==> src/rtl/dbg_halt_ctrl.sv <==
module dbg_halt_ctrl #(
  parameter int VEC_W = 32,
  parameter logic [VEC_W-1:0] CRIT_VEC = 'h100,
  parameter logic [VEC_W-1:0] EXT_VEC  = 'h500
) (
  input  logic             clk,
  input  logic             rst,
  input  logic             cmd_valid,
  input  logic [1:0]       cmd_op,
  output logic             cmd_ready,
  input  logic             dwait_en,
  input  logic             int_dbg_mode,
  input  logic             ext_dbg_mode,
  input  logic             crit_irq,
  input  logic             ext_irq,
  input  logic             retire,
  input  logic             rfi_retire,
  input  logic             stuff_insn,
  input  logic             trig_in,
  output logic             fetch_en,
  output logic             redirect_valid,
  output logic [VEC_W-1:0] redirect_vec,
  output logic             stopped,
  output logic             priv_bypass,
  output logic             trig_out
);

  localparam logic [1:0] OP_HALT = 2'b01;
  localparam logic [1:0] OP_RESUME = 2'b10;
  localparam logic [1:0] OP_STEP = 2'b11;

  typedef enum logic [1:0] {S_RUN, S_STOP, S_STEP, S_ISR} state_e;

  state_e state_q, state_d;
  logic   leave_q, leave_d;

  wire dbg_quiet = !int_dbg_mode && !ext_dbg_mode;
  wire dw_active = dwait_en && dbg_quiet;
  wire take_irq  = (state_q == S_STOP) && dw_active && (crit_irq || ext_irq);
  wire fire      = cmd_valid && cmd_ready;
  wire do_halt   = fire && cmd_op == OP_HALT;
  wire do_resume = fire && cmd_op == OP_RESUME;
  wire do_step   = fire && cmd_op == OP_STEP;

  assign cmd_ready   = !take_irq;
  assign fetch_en    = state_q != S_STOP;
  assign priv_bypass = (state_q == S_STOP) && stuff_insn;
  assign trig_out    = trig_in && dbg_quiet;

  always_comb begin
    state_d = state_q;
    leave_d = 1'b0;
    case (state_q)
      S_RUN:  if (do_halt) state_d = S_STOP;
      S_STOP: begin
        if (take_irq)       state_d = S_ISR;
        else if (do_resume) state_d = S_RUN;
        else if (do_step)   state_d = S_STEP;
      end
      S_STEP: if (do_halt || retire) state_d = S_STOP;
      S_ISR: begin
        leave_d = do_resume ? 1'b1 : (do_halt ? 1'b0 : leave_q);
        if (rfi_retire) state_d = leave_d ? S_RUN : S_STOP;
      end
      default: state_d = S_RUN;
    endcase
  end

  always_ff @(posedge clk) begin
    if (rst) begin
      state_q        <= S_RUN;
      leave_q        <= 1'b0;
      stopped        <= 1'b0;
      redirect_valid <= 1'b0;
      redirect_vec   <= '0;
    end else begin
      state_q        <= state_d;
      leave_q        <= leave_d;
      stopped        <= state_q == S_STOP;
      redirect_valid <= take_irq;
      if (take_irq) redirect_vec <= crit_irq ? CRIT_VEC : EXT_VEC;
    end
  end

  p_redir_from_stop_r4: assert property (@(posedge clk) disable iff (rst)
    redirect_valid |-> $past(state_q == S_STOP) && fetch_en);

  p_crit_first_r5: assert property (@(posedge clk) disable iff (rst)
    (redirect_valid && $past(crit_irq)) |-> redirect_vec == CRIT_VEC);

  p_quiet_when_inactive_r7: assert property (@(posedge clk) disable iff (rst)
    (state_q == S_STOP && !dw_active) |=> !redirect_valid);

  p_held_off_r8: assert property (@(posedge clk) disable iff (rst)
    redirect_valid |-> $past(!cmd_ready));

  p_step_once_r10: assert property (@(posedge clk) disable iff (rst)
    (state_q == S_STEP && retire && !cmd_valid) |=> !fetch_en);

  p_bypass_parked_r11: assert property (@(posedge clk) disable iff (rst)
    priv_bypass |-> !fetch_en);

  p_trig_gate_r12: assert property (@(posedge clk) disable iff (rst)
    trig_out |-> !int_dbg_mode && !ext_dbg_mode);

endmodule

==> config.mk <==
export PLATFORM = sky130hd
export DESIGN_NAME = dbg_halt_ctrl
export DESIGN_NICKNAME = d
export VERILOG_FILES = /design/src/rtl/dbg_halt_ctrl.sv
export SDC_FILE = /design/constraint.sdc
export NUM_CORES = 1
export LEC_CHECK = 0
export ABC_AREA = 1
export BUFFER_PORTS_ARGS = -buffer_cell sky130_fd_sc_hd__buf_2
export CORE_MARGIN = 10
export CORE_UTILIZATION = 40
export CTS_CLUSTER_DIAMETER = 150
export DETAILED_ROUTE_END_ITERATION = 8
export PLACE_DENSITY = 0.92
export SLEW_MARGIN = 10
export SYNTH_ARGS = -nofsm -noshare
export SYNTH_HDL_FRONTEND = slang
export SYNTH_SLANG_ARGS = --single-unit
==> constraint.sdc <==
create_clock -name clk -period 3.4 [get_ports clk]
set_clock_uncertainty 0.05 [all_clocks]
set_input_delay 0.34 -clock clk [delete_from_list [all_inputs] [get_ports clk]]
set_output_delay 0.34 -clock clk [all_outputs]
set_load 0.02 [all_outputs]
==> flow_summary.rst <==
.. list-table::
   :header-rows: 1

   * - Metric
     - Value
   * - Result of the run
     - complete, no violations
   * - Number of iterations in the first detailed-routing pass
     - 4
   * - Share of synthesized cell area in full adder, half adder and majority cells
     - 0
   * - # IOs
     - 52
   * - First-pass GRT wire length
     - 2.07 mm
   * - Endpoint of the worst-slack reg-to-reg timing path
     - state_q[1]
   * - Total setup violations reported at the end of the flow
     - 0
   * - Number of max-cap violations
     - 0
   * - Static leakage
     - ~0.40 nW
   * - Post-route non-filler standard cell count
     - 128
   * - Effective utilization at floorplan
     - 0.419
   * - Final critical-path required period
     - 1510 ps
   * - Die W
     - 59.7 µm
   * - Minimum setup slack among reg-to-reg paths
     - 2060 ps
   * - Arr. time, crit path
     - 1120 ps
   * - Highest ir drop seen on vdd
     - 0.000256 V
   * - Crit path kind
     - reg -> out
   * - Maximum number of pins on one net before global-route repair
     - 8
   * - Post-Synthesis Cell Area
     - 632 µm²
   * - Number of diodes added for antenna fixing
     - 0
   * - Proportion of netlist area held by the largest area contributor
     - 0.356
   * - Total area of sequential cells
     - roughly 140 µm²
   * - CTS Hold Buffers Added
     - 0
   * - Critical path destination
     - cmd_ready
   * - Final routed DRC violation total
     - 0
   * - Total number of nets in the final design
     - 127
   * - Worst skew pair latency
     - 260 ps
   * - Post-CTS setup repair buffer count
     - 0
   * - Worst hold-check path type
     - in -> reg
   * - Final ANT Viol Nets
     - 0
   * - Commonest cells after routing, fill and taps aside
     - sky130_fd_sc_hd__conb_1 (30), sky130_fd_sc_hd__buf_2 (21), sky130_fd_sc_hd__nor2_1 (12)
   * - Critical Path Start Type
     - register
   * - IO Port Bufs
     - 21
   * - XOR/XNOR Fraction of Synth Area
     - 0
   * - Layout cells sized above 1
     - 0.330
   * - Worst reg2reg path startpoint
     - state_q[1]
   * - Commonest non-fill, non-tap cell in the layout
     - sky130_fd_sc_hd__conb_1
   * - Worst Path Required
     - 3010 ps
   * - Sum of negative setup slack
     - 0 ps
   * - Pre-CTS setup slack
     - approximately 2000 ps
   * - Largest family of logic cells by synthesized area
     - buffers and inverters
   * - Worst setup startpoint
     - state_q[1]
   * - Deepest level of the CTS H-tree
     - 1
   * - Depth of the most critical reg-to-reg path
     - 11
   * - Average via count per standard cell
     - 3.79
   * - RSZ-0062 raised after global routing
     - false
   * - TritonCTS clock tree
     - yes
   * - Multi-input gate area in the final layout
     - 323 µm²
   * - Fill cell instance count of the final layout
     - 150
   * - PD cells
     - 586 mW/mm²
   * - Cells after Synth
     - 88
   * - Average cell area after synthesis
     - a little over 7 µm²
   * - Core area
     - 0.00151 mm²
   * - Area growth from synthesis to layout
     - 5.54%
   * - Max Slew Vio Count
     - 0
   * - Clock tree root driver cell
     - sky130_fd_sc_hd__clkbuf_4
   * - Estimated wirelength of the detail-placed design
     - 1.27 mm
   * - Initial antenna violation count
     - 0
   * - Global placer's final weighted congestion
     - 0.742
   * - Top post-synthesis cells by area
     - sky130_fd_sc_hd__buf_4 (36%), sky130_fd_sc_hd__dfxtp_1 (22%), sky130_fd_sc_hd__nor2_1 (7.1%)
   * - Total number of vias
     - between 400 and 500
   * - Sequential element share of the synthesized area
     - 0.222
   * - Num CTS Buffers
     - 3
   * - Clock transition at the registers of the reported paths
     - 60 ps
   * - Biggest fanout along the worst timing path
     - 6
   * - Post-synthesis cell type count
     - 19
   * - Synthesis-stage register bit count
     - 7
   * - Synthesized-area fraction occupied by ao, oa, aoi and oai cells
     - 0.0733
   * - Final worst-path setup slack
     - 1890 ps
   * - Number of global-route vias before repair
     - 499
   * - Grt ovf
     - 0
   * - Inst Count DP
     - 124
   * - CP Capture Type
     - primary output
   * - Final Hold Violating Endpoints
     - 0
   * - Area of the die
     - 0.00357 mm²
   * - Maximum clock frequency
     - 0.660 GHz
   * - Routed wire per std cell
     - roughly 11 µm
   * - Total global-route track usage
     - 0.0744
   * - Final period util
     - 0.445
   * - Maximum root-to-sink buffer count
     - 2
   * - Library cell with the largest summed area after synthesis
     - sky130_fd_sc_hd__buf_4
   * - Final wirelength
     - 1.44 mm
   * - Area share of and/or/nand/nor cells after synthesis
     - 0.259
   * - Vert. Die Dim
     - 59.7 µm
   * - Multiplexer share of the synthesized area
     - 0
   * - Clock sink count
     - 7
   * - First-iteration detailed-routing DRC count
     - 3
   * - Yosys warning total
     - 0
   * - Number of resized instances in the post-cts repair step
     - 0
   * - Number of core rows
     - 14
[flip-flops by register name, indices dropped and copies added (netlist names)]
register        cells
leave_q             1
redirect_valid      1
redirect_vec        2
state_q             2
stopped             1
[worst min-delay path by stage]
stage	slack, ps	from	depth (start not counted)	to
2_1_floorplan	350	rst	1	state_q[0]
3_3_place_gp	400	redirect_vec[8]	2	redirect_vec[8]
3_5_place_dp	410	redirect_vec[8]	2	redirect_vec[8]
4_1_cts	230	crit_irq	2	redirect_vec[10]
5_1_grt	230	crit_irq	2	redirect_vec[10]
6_report	230	crit_irq	2	redirect_vec[10]
[final cells by class]
class                   count  share of cell area
flip-flops and latches      7               0.210
multi-input cells          66               0.484
repair buffers             21               0.158
clock buffers               4              0.0394
inverters                  14              0.0788
well taps                  16              0.0300
[cells by family after synthesis]
family | Yosys count
buffers and inverters | 44
AND/OR/NAND/NOR | 30
flip-flops | 7
AO/OA/AOI/OAI | 6
other | 1
[layer usage]
layer  GRT usage  share of wire
met3      0.0466           0.15
met5           0              0
met1      0.0655           0.31
met4      0.0288         0.0097
met2       0.132           0.53
[where the power goes]
part	internal (mW)	switching [mW]
logic	0.0632	0.134
clock network	0.0450	0.0335
registers	0.0983	0.0171
total	0.206	0.184
[metrics by stage]
stage	instance area, µm²	util	power, mW	hold WS [ps]
after global routing	667	0.443	0.425	235
after CTS	667	0.443	0.392	233
after detailed placement	641	0.425	0.312	407
final	667	0.443	0.391	233
after global placement	641	0.425	0.306	396
after floorplan	741	-	0.297	352
[synth_stat cells]
cell and instances:
sky130_fd_sc_hd__nand3_1 2, sky130_fd_sc_hd__a21oi_1 1, sky130_fd_sc_hd__o211ai_2 1, sky130_fd_sc_hd__inv_2 4, sky130_fd_sc_hd__nand2_4 3, sky130_fd_sc_hd__dfxtp_1 7
sky130_fd_sc_hd__nor2_4 2, sky130_fd_sc_hd__o21ai_0 1, sky130_fd_sc_hd__or2_1 1, sky130_fd_sc_hd__buf_4 30, sky130_fd_sc_hd__nor2_1 12, sky130_fd_sc_hd__inv_1 8
sky130_fd_sc_hd__clkinv_1 2, sky130_fd_sc_hd__a21oi_2 1, sky130_fd_sc_hd__nand3_2 1, sky130_fd_sc_hd__conb_1 1, sky130_fd_sc_hd__nand2_1 8, sky130_fd_sc_hd__a211oi_1 2
sky130_fd_sc_hd__nor2_2 1
[worst max-delay path: stages, from the launching register on]
cell	delay [ps]
sky130_fd_sc_hd__dfxtp_1	400
sky130_fd_sc_hd__inv_2	70
sky130_fd_sc_hd__nand2_4	90
sky130_fd_sc_hd__nor2_4	40
sky130_fd_sc_hd__nand2_4	90
sky130_fd_sc_hd__buf_2	170
Note: power is estimated with default switching activity, not from simulation.
